**config.mk**
```make
export PLATFORM = sky130hd
export DESIGN_NAME = pt_walker
export DESIGN_NICKNAME = d
export VERILOG_FILES = /design/src/rtl/ptw_pkg.sv /design/src/rtl/ptw_ctrl.sv /design/src/rtl/ptw_dpath.sv /design/src/rtl/pt_walker.sv
export SDC_FILE = /design/constraint.sdc
export NUM_CORES = 1
export LEC_CHECK = 0
export BUFFER_PORTS_ARGS = -buffer_cell sky130_fd_sc_hd__buf_2
export CORE_MARGIN = 2
export CORE_UTILIZATION = 46
export CTS_BUF_LIST = sky130_fd_sc_hd__clkbuf_8
export DETAILED_ROUTE_END_ITERATION = 6
export PLACE_DENSITY = 0.81
export SYNTH_ARGS = -nofsm -noshare
export SYNTH_HDL_FRONTEND = slang
export SYNTH_HIERARCHICAL = 1
export SYNTH_SLANG_ARGS = --single-unit
```
**constraint.sdc**
```tcl
create_clock -name clk -period 2 [get_ports clk]
set_clock_uncertainty 0.2 [all_clocks]
set_input_delay 0.2 -clock clk [delete_from_list [all_inputs] [get_ports clk]]
set_output_delay 0.2 -clock clk [all_outputs]
set_load 0.03 [all_outputs]
```
**src/rtl/ptw_pkg.sv**
```systemverilog
package ptw_pkg;
  typedef enum logic [1:0] {
    FLT_NONE = 2'b00,
    FLT_PAGE = 2'b01,
    FLT_PROT = 2'b10
  } ptwFault_t;

  typedef enum logic [1:0] {
    ST_IDLE,
    ST_FETCH,
    ST_WAIT,
    ST_DONE
  } ptwState_t;

  // strobes from control to datapath
  typedef struct packed {
    logic capReq;
    logic capEntry;
  } ptwStrobe_t;
endpackage

```
**src/rtl/ptw_ctrl.sv**
```systemverilog
module ptw_ctrl
  import ptw_pkg::*;
(
  input  logic       clk,
  input  logic       rstN,
  input  logic       reqValid,
  output logic       reqReady,
  output logic       memReqValid,
  input  logic       memReqReady,
  input  logic       memRspValid,
  output logic       rspValid,
  output ptwStrobe_t strobe
);
  ptwState_t state, stateNext;

  always_comb begin
    stateNext = state;
    case (state)
      ST_IDLE:  if (reqValid)    stateNext = ST_FETCH;
      ST_FETCH: if (memReqReady) stateNext = ST_WAIT;
      ST_WAIT:  if (memRspValid) stateNext = ST_DONE;
      ST_DONE:                   stateNext = ST_IDLE;
      default:                   stateNext = ST_IDLE;
    endcase
  end

  always_ff @(posedge clk or negedge rstN) begin
    if (!rstN) state <= ST_IDLE;
    else       state <= stateNext;
  end

  assign reqReady        = (state == ST_IDLE);
  assign memReqValid     = (state == ST_FETCH);
  assign rspValid        = (state == ST_DONE);
  assign strobe.capReq   = (state == ST_IDLE) && reqValid;
  assign strobe.capEntry = (state == ST_WAIT) && memRspValid;

  AST_FETCH_FOLLOWS_ACCEPT: assert property (@(posedge clk) disable iff (!rstN)
    (reqValid && reqReady) |=> memReqValid);
  AST_FETCH_HELD: assert property (@(posedge clk) disable iff (!rstN)
    (memReqValid && !memReqReady) |=> memReqValid);
  AST_BUSY_BLOCKS: assert property (@(posedge clk) disable iff (!rstN)
    (memReqValid || rspValid) |-> !reqReady);
  AST_RSP_PULSE: assert property (@(posedge clk) disable iff (!rstN)
    rspValid |=> !rspValid);
  AST_RSP_AFTER_DATA: assert property (@(posedge clk) disable iff (!rstN)
    rspValid |-> $past(memRspValid));
  AST_ONE_STATE: assert property (@(posedge clk) disable iff (!rstN)
    $onehot0({reqReady, memReqValid, rspValid}));
endmodule

```
**src/rtl/ptw_dpath.sv**
```systemverilog
module ptw_dpath
  import ptw_pkg::*;
#(
  parameter int VA_W  = 14,
  parameter int PA_W  = 12,
  parameter int OFF_W = 6,
  parameter int MA_W  = 12,
  parameter int PTE_W = 16
) (
  input  logic             clk,
  input  logic             rstN,
  input  ptwStrobe_t       strobe,
  input  logic             rspValid,
  input  logic [VA_W-1:0]  reqVaddr,
  input  logic             reqWrite,
  input  logic             reqUser,
  input  logic [MA_W-1:0]  ptBase,
  input  logic [PTE_W-1:0] memRspData,
  input  logic             memReqValid,
  input  logic             memReqReady,
  output logic [MA_W-1:0]  memReqAddr,
  output logic [PA_W-1:0]  rspPaddr,
  output logic [1:0]       rspFault
);
  localparam int VPN_W   = VA_W - OFF_W;
  localparam int PPN_W   = PA_W - OFF_W;
  localparam int BIT_VAL = PPN_W;
  localparam int BIT_RD  = PPN_W + 1;
  localparam int BIT_WR  = PPN_W + 2;
  localparam int BIT_KRN = PPN_W + 3;

  logic [VA_W-1:0]  vaddrQ;
  logic             writeQ;
  logic             userQ;
  logic [MA_W-1:0]  baseQ;
  logic [PTE_W-1:0] entryQ;

  always_ff @(posedge clk or negedge rstN) begin
    if (!rstN) begin
      vaddrQ <= '0;
      writeQ <= 1'b0;
      userQ  <= 1'b0;
      baseQ  <= '0;
    end else if (strobe.capReq) begin
      vaddrQ <= reqVaddr;
      writeQ <= reqWrite;
      userQ  <= reqUser;
      baseQ  <= ptBase;
    end
  end

  always_ff @(posedge clk or negedge rstN) begin
    if (!rstN)                entryQ <= '0;
    else if (strobe.capEntry) entryQ <= memRspData;
  end

  logic [VPN_W-1:0] vpn;
  logic [OFF_W-1:0] pageOff;
  assign vpn     = vaddrQ[VA_W-1:OFF_W];
  assign pageOff = vaddrQ[OFF_W-1:0];
  assign memReqAddr = baseQ + MA_W'(vpn);

  logic entryValid, rdOk, wrOk, krnOnly, rightsOk;
  assign entryValid = entryQ[BIT_VAL];
  assign rdOk       = entryQ[BIT_RD];
  assign wrOk       = entryQ[BIT_WR];
  assign krnOnly    = entryQ[BIT_KRN];
  assign rightsOk   = (writeQ ? wrOk : rdOk) && !(userQ && krnOnly);

  ptwFault_t fault;
  always_comb begin
    if (!entryValid)    fault = FLT_PAGE;
    else if (!rightsOk) fault = FLT_PROT;
    else                fault = FLT_NONE;
  end

  assign rspFault = fault;
  assign rspPaddr = (fault == FLT_NONE) ? {entryQ[PPN_W-1:0], pageOff} : '0;

  AST_ADDR_STABLE: assert property (@(posedge clk) disable iff (!rstN)
    (memReqValid && !memReqReady) |=> $stable(memReqAddr));
  AST_FAULT_NO_ADDR: assert property (@(posedge clk) disable iff (!rstN)
    (rspValid && rspFault != 2'b00) |-> (rspPaddr == '0));
  AST_FAULT_LEGAL: assert property (@(posedge clk) disable iff (!rstN)
    rspValid |-> (rspFault != 2'b11));
  AST_REQ_FROZEN: assert property (@(posedge clk) disable iff (!rstN)
    (memReqValid || rspValid) |=> $stable(vaddrQ));
endmodule

```
**src/rtl/pt_walker.sv**
```systemverilog
module pt_walker
  import ptw_pkg::*;
#(
  parameter int VA_W  = 14,
  parameter int PA_W  = 12,
  parameter int OFF_W = 6,
  parameter int MA_W  = 12,
  parameter int PTE_W = 16
) (
  input  logic             clk,
  input  logic             rstN,
  input  logic             reqValid,
  output logic             reqReady,
  input  logic [VA_W-1:0]  reqVaddr,
  input  logic             reqWrite,
  input  logic             reqUser,
  input  logic [MA_W-1:0]  ptBase,
  output logic             memReqValid,
  input  logic             memReqReady,
  output logic [MA_W-1:0]  memReqAddr,
  input  logic             memRspValid,
  input  logic [PTE_W-1:0] memRspData,
  output logic             rspValid,
  output logic [PA_W-1:0]  rspPaddr,
  output logic [1:0]       rspFault
);
  ptwStrobe_t strobe;

  ptw_ctrl u_ctrl (
    .clk         (clk),
    .rstN        (rstN),
    .reqValid    (reqValid),
    .reqReady    (reqReady),
    .memReqValid (memReqValid),
    .memReqReady (memReqReady),
    .memRspValid (memRspValid),
    .rspValid    (rspValid),
    .strobe      (strobe)
  );

  ptw_dpath #(
    .VA_W (VA_W), .PA_W (PA_W), .OFF_W (OFF_W), .MA_W (MA_W), .PTE_W (PTE_W)
  ) u_dpath (
    .clk         (clk),
    .rstN        (rstN),
    .strobe      (strobe),
    .rspValid    (rspValid),
    .reqVaddr    (reqVaddr),
    .reqWrite    (reqWrite),
    .reqUser     (reqUser),
    .ptBase      (ptBase),
    .memRspData  (memRspData),
    .memReqValid (memReqValid),
    .memReqReady (memReqReady),
    .memReqAddr  (memReqAddr),
    .rspPaddr    (rspPaddr),
    .rspFault    (rspFault)
  );
endmodule

```
* Word level (Yosys, flattened, before mapping)
Cells that the tools add are included.
Widths: inputs -> output; s select.
** Cells by class
- Reduce and logical (&&, ||, !) cells :: 8
- Equal/unequal tests :: 6
- Add/sub/neg operators :: 1
- Mux-type cells :: 8
** Operator list (count)
- $add 12x8->12 :: 1
- $mux 12 :: 1
- $mux 2 :: 5
- $pmux 2 s4 :: 1
- $eq 2x2->1 const B :: 2
- $logic_and 1x1->1 :: 4
- $logic_not 2->1 :: 2
- $ne 2x2->1 const B :: 2
- $reduce_and 3->1 :: 1
- $eq 2x1->1 const B :: 1
- $ne 2x1->1 const B :: 1
- $logic_not 1->1 :: 1
- $mux 1 :: 1
** Word-level totals
- Output and inout port bits :: 29
- Word-level logic and storage cells :: 29
- Flip-flop bits (word level) :: 40

* Depth between registers and ports, before layout
Gate-level depths: netlist of run 1.
- Depth after elaboration :: 7
- Mapped depth :: 6
- Mapped depth without buffers :: 6

* Modules after synthesis
The synthesis of run 1 kept the hierarchy.
** Modules (own cells, without submodules)
- ptw_dpath :: cells an instance 171, area each 2005.7 um2, instances 1
- ptw_ctrl :: cells an instance 18, area each 181.4 um2, instances 1

* Worst setup path before layout of run 1
No wires, ideal clock.
- Kind :: register to output
- Start point :: register u_dpath.vaddrQ[6]
- End point :: output memReqAddr[8]
- Data required time :: 1.600 ns
- Stages on the path, launching flop included :: 7
- Arrival :: 2.003 ns
- Path slack :: -0.403 ns
- Cells stage by stage :: dfrtp_1 ha_1 fa_1 a211oi_2 o21ai_2 a2111oi_2 nand4b_1
** On the way
- Cells in the longest elaborated chain, start to end :: 1
** RTL lines
- start, declared :: line ptw_dpath.sv:32 : logic [VA_W-1:0] vaddrQ;
- start signal, assigned :: line ptw_dpath.sv:45 : vaddrQ <= reqVaddr;
- $add 12x8->12 :: line ptw_dpath.sv:61 : assign memReqAddr = baseQ + MA_W'(vpn);
- end, declared :: line pt_walker.sv:20 : output logic [MA_W-1:0] memReqAddr,
No other way between the ends.

* Final worst setup path of run 1
- Start point :: register u_dpath.vaddrQ[6]
- End point :: output memReqAddr[4]
Same word-level chain as after synthesis.

==> insert_results.sql, run 1 <==
INSERT INTO impl_metrics (metric_group, metric, value, unit) VALUES
('cts', 'tritoncts', 'done', ''),
('routing', 'drcViolationCount', '0', ''),
('routing', 'postRouteWirelength', '5650', 'um'),
('sta', 'hold_viol_final', '0', ''),
('cts', 'clock_path_buffers', '2', ''),
('grt', 'initial_antenna_violation_count', '0', ''),
('sta', 'fmax', '0.379', 'GHz'),
('cells_and_area', 'insertedDiodeCount', '0', ''),
('routing', 'antenna_left', '0', ''),
('grt', 'grt.total_usage', '21.9', '%'),
('synth', 'synth_area_leader_cell', 'dfrtp_1', ''),
('floorplan', 'die_w', '73.0', 'um'),
('sta', 'rsz0062_at_grt', 'yes', ''),
('routing', 'via_density', '5.16', ''),
('floorplan', 'die_height', '73.0', 'um'),
('setup_path', 'worstPathCellList', 'ha_2 -> fa_2 -> buf_4 -> buf_6 -> buf_4 -> a21o_4 -> a21oi_4 -> xnor2_2 -> buf_6', ''),
('setup_path', 'timing.critical_path.arrival', '2.24', 'ns'),
('cells_and_area', 'final_design_instance_area_without_fill', '0.00360', 'mm^2'),
('cts', 'clock_slew_at_the_register_clock_pins_of_the_worst_setup_and_hold_paths', '0.08', 'ns'),
('cts', 'tritoncts.num_buffers', '5', ''),
('placement', 'count_of_buffers_from_port_buffering', '71', ''),
('sta', 'finalCritPeriodShare', '132', '%'),
('setup_path', 'worst-endpoint-required', '1.60', 'ns'),
('sta', 'whs', '0.132', 'ns'),
('synth', 'ys_ff_latch', '40', ''),
('synth', 'synth.area.top_cells', 'dfrtp_1 (46%), mux2_2 (18%), ha_1 (7.4%), and3_1 (4.0%), xnor2_1 (2.0%)', ''),
('placement', 'gp_routability_congestion', '0.748', ''),
('sta', 'slew-limit-headroom', '70.8', '%'),
('cts', 'clkSinkCount', '40', ''),
('synth', 'synthesis.instances', '189', ''),
('sta', 'final-max-slew-violation-count', '0', ''),
('sta', 'timing.final.ws_setup', '-0.637', 'ns'),
('grt', 'grt.overflow.total', '0', ''),
('synth', 'synth.cell_area', '0.00219', 'mm^2'),
('setup_path', 'max_stage_delay', '0.38', 'ns'),
('setup_path', 'worstSetupEndpointType', 'output port', ''),
('placement', 'dp_hpwl', '3410', 'um'),
('synth', 'ys_async_sr_fraction', '100', '%'),
('synth', 'synth_top_area_share', '45.8', '%'),
('run', 'maxCapViolCount', '0', ''),
('floorplan', 'pin_count', '78', ''),
('routing', 'drt-initial-drc-count', '54', ''),
('routing', 'first_pass_iters', '4', ''),
('synth', 'synth_fp_nets', '252', ''),
('sta', 'tightest_slew', '0.436', 'ns'),
('sta', 'final.min_clock_period', '2.64', 'ns'),
('floorplan', 'placementRows', '25', ''),
('cts', 'clk_latency', '0.29', 'ns'),
('grt', 'grt_pass1_vias', '1944', ''),
('cells_and_area', 'final_net_count', '390', ''),
('setup_path', 'worstPathMaxFanout', '2', ''),
('synth', 'synth_area_per_cell', '11.6', 'um^2'),
('synth', 'ys.warnings.count', '6', ''),
('grt', 'grt_max_degree', '32', ''),
('synth', 'synth_edf_count', '0', ''),
('placement', 'placed_cell_area', '0.00280', 'mm^2'),
('floorplan', 'die_area', '0.00532', 'mm^2'),
('worst_hold_path', 'hold_path.class', 'in2async', ''),
('setup_path', 'worst_path_class_setup', 'reg2out', ''),
('run_status', 'run_status', 'finished, violations left', ''),
('routing', 'routedWlPerCell', '14.8', 'um'),
('cells_and_area', 'final_common_cell', 'buf_2', ''),
('cells_and_area', 'layout_common_cells', 'buf_2 (50), dfrtp_1 (40), dlygate4sd3_1 (39), buf_4 (36), mux2_2 (34)', ''),
('cells_and_area', 'drive_gt1_share', '51.5', '%'),
('synth', 'postSynth.topFlopCell', 'dfrtp_1', ''),
('routing', 'num_vias', '1970', ''),
('cells_and_area', 'fillers', '271', ''),
('synth', 'ys_seq_area_share', '45.8', '%'),
('synth', 'yosysUniqueCellTypes', '41', ''),
('cts', 'clock-root-buffer', 'clkbuf_8', ''),
('run_status', 'violations', 'setup timing', ''),
('sta', 'setup_viol', '10', ''),
('setup_path', 'crit_path_top_delay_cell', 'dfrtp_1', ''),
('cts', 'cts_max_level', '2', ''),
('cells_and_area', 'area_growth', '64.5', '%'),
('floorplan', 'initial_utilization', '46.9', '%'),
('grt', 'first_pass_grt_wire_length', '8770', 'um'),
('setup_path', 'crit_start_category', 'flip-flop', ''),
('floorplan', 'core_region_area', '0.00466', 'mm^2');
per-stage QoR:
stage          worst slack (ns)  std cells  setup TNS (ns)  util [%]
4_1_cts                  -0.654        378           -4.17      73.9
2_1_floorplan            -0.275        189          -0.652         -
5_1_grt                  -0.751        382           -5.68      77.2
3_3_place_gp             -0.317        328           -1.38      60.1
3_5_place_dp             -0.335        328           -1.49      60.1
6_report                 -0.637        382           -4.46      77.2
final cells by class:
type	instances	area, um^2	share of cell area, %
Inverter	10	38.8	1.08
Clock buffer	5	68.8	1.91
Sequential cell	40	1000	27.8
Tap cell	54	67.6	1.88
Multi-Input combinational cell	131	1260	35.0
Timing Repair Buffer	139	1070	29.8
Clock inverter	3	90.1	2.50
path summary, 6_finish.rpt:
check / start / endpoint / slack (ns) / cells after the start
worst max-delay path: u_dpath/vaddrQ[6]$_DFFE_PN0P_ / memReqAddr[4] / -0.64 / 9
worst min-delay path: rstN / u_dpath/writeQ$_DFFE_PN0P_ / 0.13 / 2
worst max register to register: u_ctrl/state[0]$_DFFE_PN0P_ / u_ctrl/state[1]$_DFFE_PN0P_ / 0.14 / 4
worst min register to register: u_dpath/vaddrQ[0]$_DFFE_PN0P_ / u_dpath/vaddrQ[0]$_DFFE_PN0P_ / 0.31 / 1
max in group asynchronous: rstN / u_dpath/vaddrQ[2]$_DFFE_PN0P_ / 0.97 / 3
min in group clk: memReqReady / u_ctrl/state[1]$_DFFE_PN0P_ / 0.19 / 4
state kept, by name (all words and copies together) (netlist names):
signal,count
u_dpath/vaddrQ,14
u_dpath/baseQ,12
u_dpath/entryQ,10
u_ctrl/state,2
u_dpath/userQ,1
u_dpath/writeQ,1
worst max-delay path: cells and delay by family, from the launching register on:
kind	cells	cell delay, ns
AO/OA/AOI/OAI	2	0.35
XOR/XNOR	1	0.13
adder cells (fa/ha/maj)	2	0.57
buffers and inverters	4	0.53
flip-flops	1	0.38
logic make-up after synthesis:
family | Yosys count | synth area share (%)
xor+xnor | 6 | 2.40
fa+ha+maj | 14 | 8.35
mux | 38 | 19.4
buf+inv | 18 | 3.32
flops | 40 | 45.8
compound gates | 33 | 10.9
simple gates | 40 | 9.84
Yosys cell counts (2+ instances only):
library cell	n
nand2_1	8
o21ai_1	2
a211o_1	2
ha_1	13
a21oi_1	7
nand4_1	2
mux2_2	34
buf_2	3
o21ai_0	6
inv_1	9
mux2i_1	3
a31oi_1	2
a211oi_1	2
o21bai_1	2
and3_1	14
clkbuf_1	3
xnor2_1	5
nand3_1	2
dfrtp_1	40
a211oi_2	2
nor2_1	7
buf_1	2
metal layers:
layer	share of wire [%]	vias up	GRT usage [%]	routed length (um)
met2	54	51	40.1	3030
met4	1.4	0	7.20	79
met5	0	-	0	0
met3	5.1	10	6.22	289
li1	-	954	-	-
met1	40	955	24.2	2250
what timing repair did:
action                                 4_1_cts  5_1_grt
setup endpoints to repair                   11       24
hold buffers                                39        0
gates cloned                                 0        1
buffers inserted                             3        3
gates resized for setup                     21       40
endpoints found under the hold margin       78        0
pin swaps                                   10       11
Power of run 1 is not shown: default switching activity piles up to over one toggle a cycle in this logic, so the estimate is an artifact.
==> run 2, diff against run 1 <==
--- a/config.mk
+++ b/config.mk
@@ -10,7 +10,7 @@
 export CORE_UTILIZATION = 46
 export CTS_BUF_LIST = sky130_fd_sc_hd__clkbuf_8
 export DETAILED_ROUTE_END_ITERATION = 6
-export PLACE_DENSITY = 0.81
+export PLACE_DENSITY = 0.8
 export SYNTH_ARGS = -nofsm -noshare
 export SYNTH_HDL_FRONTEND = slang
 export SYNTH_HIERARCHICAL = 1
==> run 2 against run 1 <==
Net effect:
- the run still ends with setup timing left
- critical endpoint is now memReqAddr[8]
- sequential share of layout area is 1.2 points higher
- critical path depth is 2 lower
- die area is the same
- highest routed layer unchanged
- first-iteration DRC count up 24%
==> insert_results.sql, run 2 (synthesized netlist as in run 1, its figures left out) <==
INSERT INTO impl_metrics (metric_group, metric, value, unit) VALUES
('routing', 'num_vias', '1968', ''),
('routing', 'drcViolationCount', '0', ''),
('floorplan', 'die_area', '0.00532', 'mm^2'),
('cells_and_area', 'final_common_cell', 'buf_2', ''),
('grt', 'grt.overflow.total', '0', ''),
('grt', 'grt_pass1_vias', '2011', ''),
('floorplan', 'core_region_area', '0.00466', 'mm^2'),
('cells_and_area', 'registers.top_by_ff_count', 'u_dpath/vaddrQ', ''),
('sta', 'finalCritPeriodShare', '134', '%'),
('setup_path', 'worst_path_class_setup', 'reg2out', ''),
('placement', 'dp_hpwl', '3530', 'um'),
('routing', 'first_pass_iters', '5', ''),
('grt', 'grt.total_usage', '22.4', '%'),
('setup_path', 'worstPathMaxFanout', '3', ''),
('floorplan', 'die_w', '73.0', 'um'),
('setup_path', 'ff2ff_setup_slack', '0.10', 'ns'),
('cts', 'clk_latency', '0.29', 'ns'),
('cells_and_area', 'layout.cells.non_filler', '378', ''),
('placement', 'gp_routability_congestion', '0.813', ''),
('placement', 'dp.cells', '325', ''),
('cells_and_area', 'final_net_count', '386', ''),
('routing', 'drt-initial-drc-count', '67', ''),
('cells_and_area', 'insertedDiodeCount', '0', ''),
('routing', 'antenna_left', '0', ''),
('cts', 'clock_path_buffers', '2', ''),
('floorplan', 'initial_utilization', '46.9', '%'),
('sta', 'setup_viol', '10', ''),
('cells_and_area', 'largestRegisters', 'u_dpath/vaddrQ x14, u_dpath/baseQ x12, u_dpath/entryQ x10', ''),
('cells_and_area', 'number_of_flip_flops_under_the_largest_register_name', '14', ''),
('routing', 'routedWlPerCell', '14.9', 'um'),
('setup_path', 'critPathLaunch', 'u_dpath/vaddrQ[6]$_DFFE_PN0P_', ''),
('sta', 'rsz0062_at_grt', 'yes', ''),
('setup_path', 'r2r_end', 'u_ctrl/state[1]$_DFFE_PN0P_', ''),
('cells_and_area', 'area_growth', '57.8', '%'),
('setup_path', 'r2r-start', 'u_ctrl/state[0]$_DFFE_PN0P_', ''),
('sta', 'whs', '0.143', 'ns'),
('cells_and_area', 'drive_gt1_share', '49.7', '%'),
('floorplan', 'placementRows', '25', ''),
('setup_path', 'crit_start_category', 'flip-flop', ''),
('floorplan', 'die_height', '73.0', 'um'),
('setup_path', 'worstSetupEndpointType', 'output port', ''),
('sta', 'tightest_slew', '0.862', 'ns'),
('setup_path', 'worst-endpoint-required', '1.60', 'ns'),
('grt', 'first_pass_grt_wire_length', '9180', 'um'),
('setup_path', 'worstSetupEndpoint', 'memReqAddr[8]', ''),
('cells_and_area', 'layout.core_utilization', '74.1', '%'),
('run_status', 'run_status', 'finished, violations left', ''),
('worst_hold_path', 'hold_path.class', 'in2reg', ''),
('cts', 'clock_slew_at_the_register_clock_pins_of_the_worst_setup_and_hold_paths', '0.08', 'ns'),
('sta', 'final-max-slew-violation-count', '0', ''),
('cts', 'tritoncts.num_buffers', '5', ''),
('routing', 'postRouteWirelength', '5650', 'um'),
('setup_path', 'reg2reg_depth', '4', ''),
('sta', 'tns', '-4.10', 'ns'),
('cts', 'cts_max_level', '2', ''),
('grt', 'initial_antenna_violation_count', '0', ''),
('cts', 'tritoncts', 'done', ''),
('sta', 'fmax', '0.375', 'GHz'),
('routing', 'via_density', '5.21', ''),
('sta', 'slew-limit-headroom', '42.5', '%'),
('sta', 'hold_viol_final', '0', ''),
('cts', 'clkSinkCount', '40', ''),
('run', 'maxCapViolCount', '0', ''),
('cts', 'clock-root-buffer', 'clkbuf_8', ''),
('cells_and_area', 'layout_common_cells', 'buf_2 (60), dlygate4sd3_1 (39), dfrtp_1 (39), mux2_2 (34), buf_4 (29)', ''),
('sta', 'final.min_clock_period', '2.67', 'ns'),
('run_status', 'violations', 'setup timing', ''),
('cells_and_area', 'fillers', '295', ''),
('grt', 'grt_max_degree', '41', ''),
('floorplan', 'pin_count', '78', ''),
('setup_path', 'timing.critical_path.arrival', '2.27', 'ns'),
('placement', 'count_of_buffers_from_port_buffering', '71', ''),
('sta', 'timing.final.ws_setup', '-0.670', 'ns');
## run 2: cell types whose count changed in the layout (fill, tap and decap cells not counted), sizes merged
cell      before  now
buf           99   96
bufinv         3    1
clkbuf         6    5
clkinv         0    1
clkinvlp       1    2
## run 2: area by class of cell
class / count / area (um^2) / area share [%]
clock buffer: 5 / 68.8 / 1.99
clock inverter: 3 / 42.5 / 1.23
inverter: 10 / 38.8 / 1.12
multi-input combinational: 131 / 1240 / 35.8
sequential: 40 / 1000 / 29.0
tap: 54 / 67.6 / 1.96
timing repair buffer: 135 / 996 / 28.9
## run 2: stage by stage
step,worst slack (ns),instance area [um^2]
floorplan,-0.275,2240
global placement,-0.312,2780
detailed placement,-0.387,2780
CTS,-0.670,3360
global route,-0.770,3450
finish,-0.670,3450
## run 2: what timing repair did
action                     CTS  global route
buffers inserted             3             4
setup endpoints to repair   11            11
hold endpoints to repair    78             0
hold buffers                39             0
resized for setup           18            11
pin swaps                    8             7
## run 2: worst min-delay path by stage
| stage | startpoint | end | cells past startpoint |
|---|---|---|---|
| 3_3_place_gp | rstN | u_ctrl/state[1]$_DFFE_PN0P_ | 1 |
| 5_1_grt | memReqReady | u_ctrl/state[0]$_DFFE_PN0P_ | 4 |
| 6_report | memReqReady | u_ctrl/state[0]$_DFFE_PN0P_ | 4 |
| 4_1_cts | memReqReady | u_ctrl/state[0]$_DFFE_PN0P_ | 4 |
| 2_1_floorplan | rstN | u_ctrl/state[0]$_DFFE_PN0P_ | 0 |
| 3_5_place_dp | rstN | u_ctrl/state[1]$_DFFE_PN0P_ | 1 |
## run 2: routing by layer
metal	GRT usage [%]	vias up	share of wire, %
met5	0	-	0
met4	4.94	0	0.99
met3	5.39	6	4.9
met2	41.2	63	55
met1	26.2	952	39
li1	-	947	-
## run 2: worst max-delay path: stages (launching register included)
cell and delay, ns:
dfrtp_1 0.40, ha_2 0.21, fa_2 0.39, a211oi_4 0.25, o21ai_2 0.12, a2111oi_2 0.31
nand4b_1 0.17, buf_6 0.14
Power of run 2 is left out for the same reason.
